<file path="src/rtl/shadow_attr_ctrl.sv">
module shadow_attr_ctrl #(
  parameter int          ADDR_W   = 20,
  parameter int          CFG_W    = 8,
  parameter logic [7:0]  BASE_OFS = 8'h59,
  parameter int          NREG     = 7
) (
  input  logic              clk,
  input  logic              rst_n,
  input  logic              cfg_we,
  input  logic [CFG_W-1:0]  cfg_addr,
  input  logic [7:0]        cfg_wdata,
  output logic [7:0]        cfg_rdata,
  input  logic [ADDR_W-1:0] mem_addr,
  input  logic              mem_rd,
  input  logic              mem_wr,
  output logic              shadow_ram_sel,
  output logic              rom_sel,
  output logic              wr_drop,
  output logic              plain_ram_sel
);
  localparam int IW = $clog2(NREG);

  logic [7:0] attr [NREG];

  logic [CFG_W-1:0] ofs;
  logic             cfg_hit;
  logic [IW-1:0]    cfg_idx;
  assign ofs     = cfg_addr - CFG_W'(BASE_OFS);
  assign cfg_hit = ofs < CFG_W'(NREG);
  assign cfg_idx = ofs[IW-1:0];

  always_ff @(posedge clk) begin
    if (!rst_n) begin
      for (int i = 0; i < NREG; i++) attr[i] <= 8'h00;
    end else if (cfg_we && cfg_hit) begin
      attr[cfg_idx] <= cfg_wdata;
    end
  end

  assign cfg_rdata = cfg_hit ? attr[cfg_idx] : 8'h00;

  logic       top_seg, mid_seg, legacy;
  logic [3:0] seg;
  logic [IW-1:0] mid_idx;
  logic [3:0] nib;
  logic       unused_low;

  assign top_seg    = mem_addr[ADDR_W-1 -: 4] == 4'hF;
  assign mid_seg    = mem_addr[ADDR_W-1 -: 2] == 2'b11 && mem_addr[ADDR_W-3 -: 2] != 2'b11;
  assign legacy     = top_seg | mid_seg;
  assign seg        = mem_addr[ADDR_W-3 -: 4];
  assign mid_idx    = mid_seg ? IW'(seg[3:1]) + IW'(1) : '0;
  assign unused_low = ^mem_addr[ADDR_W-7:0];

  always_comb begin
    if (top_seg)      nib = attr[0][7:4];
    else if (mid_seg) nib = seg[0] ? attr[mid_idx][7:4] : attr[mid_idx][3:0];
    else              nib = 4'h0;
  end

  assign shadow_ram_sel = legacy & (mem_wr ? nib[1] : (mem_rd & nib[0]));
  assign rom_sel        = legacy & ~mem_wr & mem_rd & ~nib[0];
  assign wr_drop        = legacy & mem_wr & ~nib[1];
  assign plain_ram_sel  = ~legacy & (mem_rd | mem_wr);
endmodule

</file>
<file path="config.mk">
export PLATFORM = sky130hd
export DESIGN_NAME = shadow_attr_ctrl
export DESIGN_NICKNAME = d
export VERILOG_FILES = /design/src/rtl/shadow_attr_ctrl.sv
export SDC_FILE = /design/constraint.sdc
export NUM_CORES = 1
export LEC_CHECK = 0
export ABC_AREA = 1
export ABC_CLOCK_PERIOD_IN_PS = 3900
export CAP_MARGIN = 20
export CORE_ASPECT_RATIO = 0.5
export CORE_MARGIN = 2
export CORE_UTILIZATION = 45
export DETAILED_ROUTE_END_ITERATION = 10
export HOLD_SLACK_MARGIN = 0.06
export PLACE_DENSITY = 0.66
export RECOVER_POWER = 100
export SLEW_MARGIN = 20
export SYNTH_ARGS = -nofsm -noshare
export SYNTH_HDL_FRONTEND = slang
export SYNTH_SLANG_ARGS = --single-unit
</file>
<file path="constraint.sdc">
create_clock -name clk -period 3.9 [get_ports clk]
set_clock_uncertainty 0.05 [all_clocks]
set_input_delay 0.39 -clock clk [delete_from_list [all_inputs] [get_ports clk]]
set_output_delay 0.39 -clock clk [all_outputs]
set_load 0.05 [all_outputs]
</file>
=== Yosys cells after proc, flatten, opt, wreduce, memory -nomap -nowiden ===
Memories as Yosys holds them, arrays and structs flattened.
Cells that the tools add are included.

* Bits of input ports: 41
* Flip-flop bits (word level): 0
* Word-level logic and storage cells: 37
* Output and inout port bits: 12
* RAM bits: 56
* Memories kept: 1

{| class="wikitable"
|+ Memory list
! memory !! depth !! width !! read ports !! clocked after memory_dff !! write ports !! line !! source
|-
| attr || 7 || 8 || 3 || 0 || 7 || 23 || <nowiki>logic [7:0] attr [NREG];</nowiki>
|}

* Bitwise gates (word level): 14
* $lt $le $gt $ge: 1
* Reductions and logical operators: 3
* Muxes and demuxes: 13
* $add $sub $neg: 2
* Eq/ne operators: 3

{| class="wikitable"
|+ Operators by type and width
! operator !! count
|-
| $mux W8 || 2
|-
| $and A1 B1 Y1 || 8
|-
| $lt A8 B3 Y1 const B || 1
|-
| $reduce_or A8 Y1 || 1
|-
| $sub A8 B7 Y8 const B || 1
|-
| $mux W1 || 6
|-
| $mux W2 || 3
|-
| $mux W3 || 2
|-
| $eq A4 B4 Y1 const B || 1
|-
| $not A1 Y1 || 4
|-
| $add A3 B1 Y3 const B || 1
|-
| $eq A2 B2 Y1 const B || 1
|-
| $logic_and A1 B1 Y1 || 2
|-
| $ne A2 B2 Y1 const B || 1
|-
| $or A1 B1 Y1 || 2
|}

=== Longest topological paths before layout ===
An unclocked memory read counts as a cell.

* Depth after elaboration: 10
* Mapped depth: 16
* Depth with buffers taken out: 12

=== Worst setup path after synthesis ===
OpenSTA, ideal clock, no wires.

* Path type: input to output
* Start point: in cfg_addr[0]
* End point: out cfg_rdata[2]
* Path buffers: 5
* Setup slack: 0.380 ns
* Data required time: 3.460 ns
* Arrival: 3.080 ns
* Stages: 11
* Cells stage by stage: buf_6 -> inv_2 -> buf_2 -> buf_2 -> ha_1 -> nand2_2 -> nand2_1 -> buf_2 -> clkbuf_1 -> nor2_1 -> a211oi_1

* Longest elaborated chain between the ends: 3
* Elaborated cells between the ends (all ways): 4
* Classes of those cells: add/sub: 1; order compare: 1; mux: 1; memory: 1

{| class="wikitable"
|+ Ends and longest elaborated chain
! item !! line !! source
|-
| from (decl) || 10 || <nowiki>input logic [CFG_W-1:0] cfg_addr,</nowiki>
|-
| $sub A8 B7 Y8 (*) || 28 || <nowiki>assign ofs = cfg_addr - CFG_W'(BASE_OFS);</nowiki>
|-
| $lt A8 B3 Y1 / $mem_v2 Z7 W8 (equally long branches) || n/a ||
|-
| $mux W8 (*) || 40 || <nowiki>assign cfg_rdata = cfg_hit ? attr[cfg_idx] : 8'h00;</nowiki>
|-
| to (decl) || 12 || <nowiki>output logic [7:0] cfg_rdata,</nowiki>
|}

Every way passes the cells marked *; elsewhere a longest branch is shown, timed or not.

=== Final worst setup path ===
* Start point: in cfg_addr[0]
* End point: out cfg_rdata[0]

The elaborated chain is that of the path after synthesis.

==> impl_metrics.xml <==
<?xml version="1.0" encoding="UTF-8"?>
<metrics>
  <group name="die">
    <metric name="die-area" unit="mm^2">0.00891</metric>
    <metric name="placement_rows" unit="">23</metric>
    <metric name="design.portCount" unit="">53</metric>
    <metric name="effective_utilization_at_floorplan" unit="%">46.1</metric>
    <metric name="die_w" unit="um">132</metric>
    <metric name="die_y" unit="um">67.8</metric>
    <metric name="design.core.area" unit="mm^2">0.00794</metric>
  </group>
  <group name="worst_setup_path">
    <metric name="crit_fanout" unit="">12</metric>
    <metric name="critPathRequiredTime" unit="ps">3460</metric>
    <metric name="crit_path_max_incr_delay" unit="ps">600</metric>
    <metric name="crit_arrival" unit="ps">3120</metric>
    <metric name="criticalPathCategory" unit="">in2out</metric>
    <metric name="critical-path-slowest-cell" unit="">sky130_fd_sc_hd__ha_1</metric>
    <metric name="timing.critical_path.max_delay_family" unit="">buffers and inverters</metric>
    <metric name="kind_of_launch_point_of_the_worst_setup_path" unit="">input pin</metric>
    <metric name="cp-end-kind" unit="">output pin</metric>
    <metric name="crit_path_cell_trace" unit="">dlygate4sd3_1, inv_1, ha_1, clkbuf_1, a21oi_1, a22oi_1, nor2_1, a211oi_1, clkbuf_2</metric>
    <metric name="path_buf_inv" unit="">4</metric>
  </group>
  <group name="logic_synthesis">
    <metric name="netlist-cell-type-count" unit="">30</metric>
    <metric name="synthesis.area" unit="mm^2">0.00366</metric>
    <metric name="ys_warn_count" unit="">0</metric>
    <metric name="cell_count_after_synthesis" unit="">451</metric>
    <metric name="synth.net_count" unit="">495</metric>
    <metric name="ys_ff_latch" unit="">64</metric>
    <metric name="seq_area_frac_synth" unit="%">50.3</metric>
    <metric name="post_synthesis_mean_instance_area" unit="um^2">8.11</metric>
  </group>
  <group name="global_route">
    <metric name="grt.overflow.total" unit="">0</metric>
    <metric name="antenna_found_initial" unit="">0</metric>
    <metric name="global_route_wire_length_before_repair" unit="um">14500</metric>
    <metric name="maximum_number_of_pins_on_one_net_before_global_route_repair" unit="">43</metric>
    <metric name="first_global_vias" unit="">2968</metric>
    <metric name="groute.usage.overall" unit="%">21.5</metric>
  </group>
  <group name="clock_tree">
    <metric name="post_cts_buffers" unit="">0</metric>
    <metric name="cts_tree" unit="">yes</metric>
    <metric name="worst_case_clock_buffer_depth" unit="">2</metric>
    <metric name="clock_tree.htree_level_count" unit="">3</metric>
    <metric name="clk_root_buffer_cell" unit="">sky130_fd_sc_hd__clkbuf_16</metric>
    <metric name="cts-buffers-inserted" unit="">9</metric>
    <metric name="path_clk_slew" unit="ps">50</metric>
    <metric name="number_of_sinks_on_the_clock_net" unit="">64</metric>
    <metric name="ctsHoldBuffers" unit="">0</metric>
    <metric name="clock_latency" unit="ps">320</metric>
    <metric name="post_cts_resized" unit="">0</metric>
  </group>
  <group name="finish">
    <metric name="layout_common_cells" unit="">sky130_fd_sc_hd__nand2_1, sky130_fd_sc_hd__nor2_1, sky130_fd_sc_hd__edfxtp_1</metric>
    <metric name="n_antenna_cell" unit="">0</metric>
    <metric name="fillers" unit="">771</metric>
    <metric name="final_core_util" unit="%">54.0</metric>
    <metric name="largest_register_ff_count" unit="">64</metric>
    <metric name="register_area" unit="mm^2">0.00184</metric>
    <metric name="design_area" unit="mm^2">0.00429</metric>
    <metric name="largest_register" unit="">attr</metric>
    <metric name="nets" unit="">535</metric>
    <metric name="area_of_the_multi_input_gates" unit="mm^2">0.00144</metric>
    <metric name="layout.cells.non_filler" unit="">607</metric>
    <metric name="area.growth.synth_to_final" unit="%">17.1</metric>
    <metric name="reg.largest.list" unit="">attr (64)</metric>
    <metric name="proportion_of_layout_cells_with_a_drive_suffix_above_1" unit="%">6.26</metric>
    <metric name="commonest_non_fill_non_tap_cell_in_the_layout" unit="">sky130_fd_sc_hd__nand2_1</metric>
  </group>
  <group name="placed_design">
    <metric name="placedCellCount" unit="">592</metric>
    <metric name="dp_hpwl" unit="um">6290</metric>
    <metric name="gp_congestion" unit="">0.882</metric>
    <metric name="placement.setup.worst_slack" unit="ps">588</metric>
    <metric name="port-buffer-count" unit="">38</metric>
    <metric name="post_detailed_placement_cell_area" unit="mm^2">0.00418</metric>
  </group>
  <group name="worst_hold_path">
    <metric name="timing.hold.worst.class" unit="">reg2reg</metric>
  </group>
  <group name="sta">
    <metric name="finalSetupTns" unit="ps">0</metric>
    <metric name="worst-slew-pin-transition" unit="ps">774</metric>
    <metric name="setup_repair_after_global_routing_missed_its_margin" unit="">no</metric>
    <metric name="slew_headroom" unit="%">48.3</metric>
    <metric name="maxSlewViolCount" unit="">0</metric>
    <metric name="timing.final.setup_violations" unit="">0</metric>
    <metric name="hold_viol_final" unit="">0</metric>
    <metric name="min_period" unit="ps">3560</metric>
    <metric name="worst_path_setup_slack_after_routing" unit="ps">336</metric>
    <metric name="max_freq" unit="GHz">0.281</metric>
    <metric name="final_worst_hold_slack" unit="ps">470</metric>
    <metric name="timing.final.crit_share" unit="%">91.4</metric>
  </group>
  <group name="route">
    <metric name="drt_pre_antenna_iters" unit="">5</metric>
    <metric name="totalWireLength" unit="um">8830</metric>
    <metric name="postRouteAntennaNets" unit="">0</metric>
    <metric name="detailroute.via_count" unit="">3085</metric>
    <metric name="detail_route.vias_per_cell" unit="">5.08</metric>
    <metric name="detail_route.iter0.violations" unit="">257</metric>
    <metric name="routedWlPerCell" unit="um">14.6</metric>
    <metric name="drc_violations_left" unit="">0</metric>
  </group>
  <group name="pwr">
    <metric name="power_density" unit="mW/mm^2">388</metric>
    <metric name="worst_ir_drop_vdd" unit="V">0.000176</metric>
    <metric name="totalPowerFinal" unit="mW">1.66</metric>
    <metric name="p_leak" unit="nW">1.75</metric>
  </group>
  <group name="status">
    <metric name="run_status" unit="">completed</metric>
  </group>
  <group name="flow_run">
    <metric name="drv.max_cap_violation_count" unit="">0</metric>
  </group>
</metrics>
## logic make-up (layout without fill, tap and decap cells)
group / Yosys count / in the layout / synth area share, %
AOI/OAI and AO/OA: 52 / 52 / 8.14
xor gates and xnor gates: 1 / 1 / 0.239
and+or+nand+nor: 262 / 262 / 32.5
adders and majority gates: 3 / 3 / 1.03
buffers and inverters: 69 / 113 / 7.73
DFF: 64 / 64 / 50.3
## cell type report
type / instances / area share [%]
clock inverter: 1 / 0.117
inverter: 50 / 4.38
tap: 112 / 3.27
multi-input combinational: 318 / 33.5
clock buffer: 14 / 5.69
sequential: 64 / 43.0
timing repair buffer: 48 / 10.0
## worst register-to-register path, delay by kind of cell (launching register included)
family / cells / cell delay (ps)
buf+inv: 1 / 80
simple gates: 3 / 170
flops: 1 / 310
## path summary, 6_finish.rpt
path	from	slack, ps	to	depth (start not counted)
setup / recovery	cfg_addr[0]	340	cfg_rdata[0]	9
hold / removal	attr[6][7]	470	attr[6][7]	4
setup reg to reg	attr[6][4]	3180	attr[6][4]	4
hold reg to reg	attr[6][7]	470	attr[6][7]	4
## synthesized netlist by cell type (all sizes together)
master | instances | area share [%]
nand4 | 7 | 1.5
inv | 49 | 5.0
clkbuf | 8 | 0.82
nand2 | 105 | 11
edfxtp | 56 | 46
a211oi | 5 | 1.0
a21oi | 22 | 3.1
o21ai | 18 | 2.5
nor3 | 2 | 0.27
nor2 | 103 | 13
dfxtp | 8 | 4.4
nand3b | 1 | 0.21
a22oi | 5 | 1.0
xor2 | 1 | 0.24
nand3 | 43 | 6.6
and2 | 1 | 0.17
ha | 3 | 1.0
o22ai | 1 | 0.17
buf | 11 | 1.8
o211ai | 1 | 0.34
clkinv | 1 | 0.10
## report_power, final
part / switching (mW) / internal, mW
clock network: 0.255 / 0.425
registers: 0.0124 / 0.770
logic: 0.128 / 0.0735
total: 0.395 / 1.27
## metal layers
metal | wire length (um) | vias to the layer above | share of wire (%) | global-route usage [%]
met5 | 0 | - | 0 | 0
met4 | 174 | 0 | 2.0 | 9.10
met3 | 566 | 16 | 6.4 | 5.63
met2 | 3840 | 111 | 44 | 33.8
met1 | 4250 | 1402 | 48 | 28.7
li1 | - | 1556 | - | -
No activity file was read; power rests on OpenSTA's default activity.
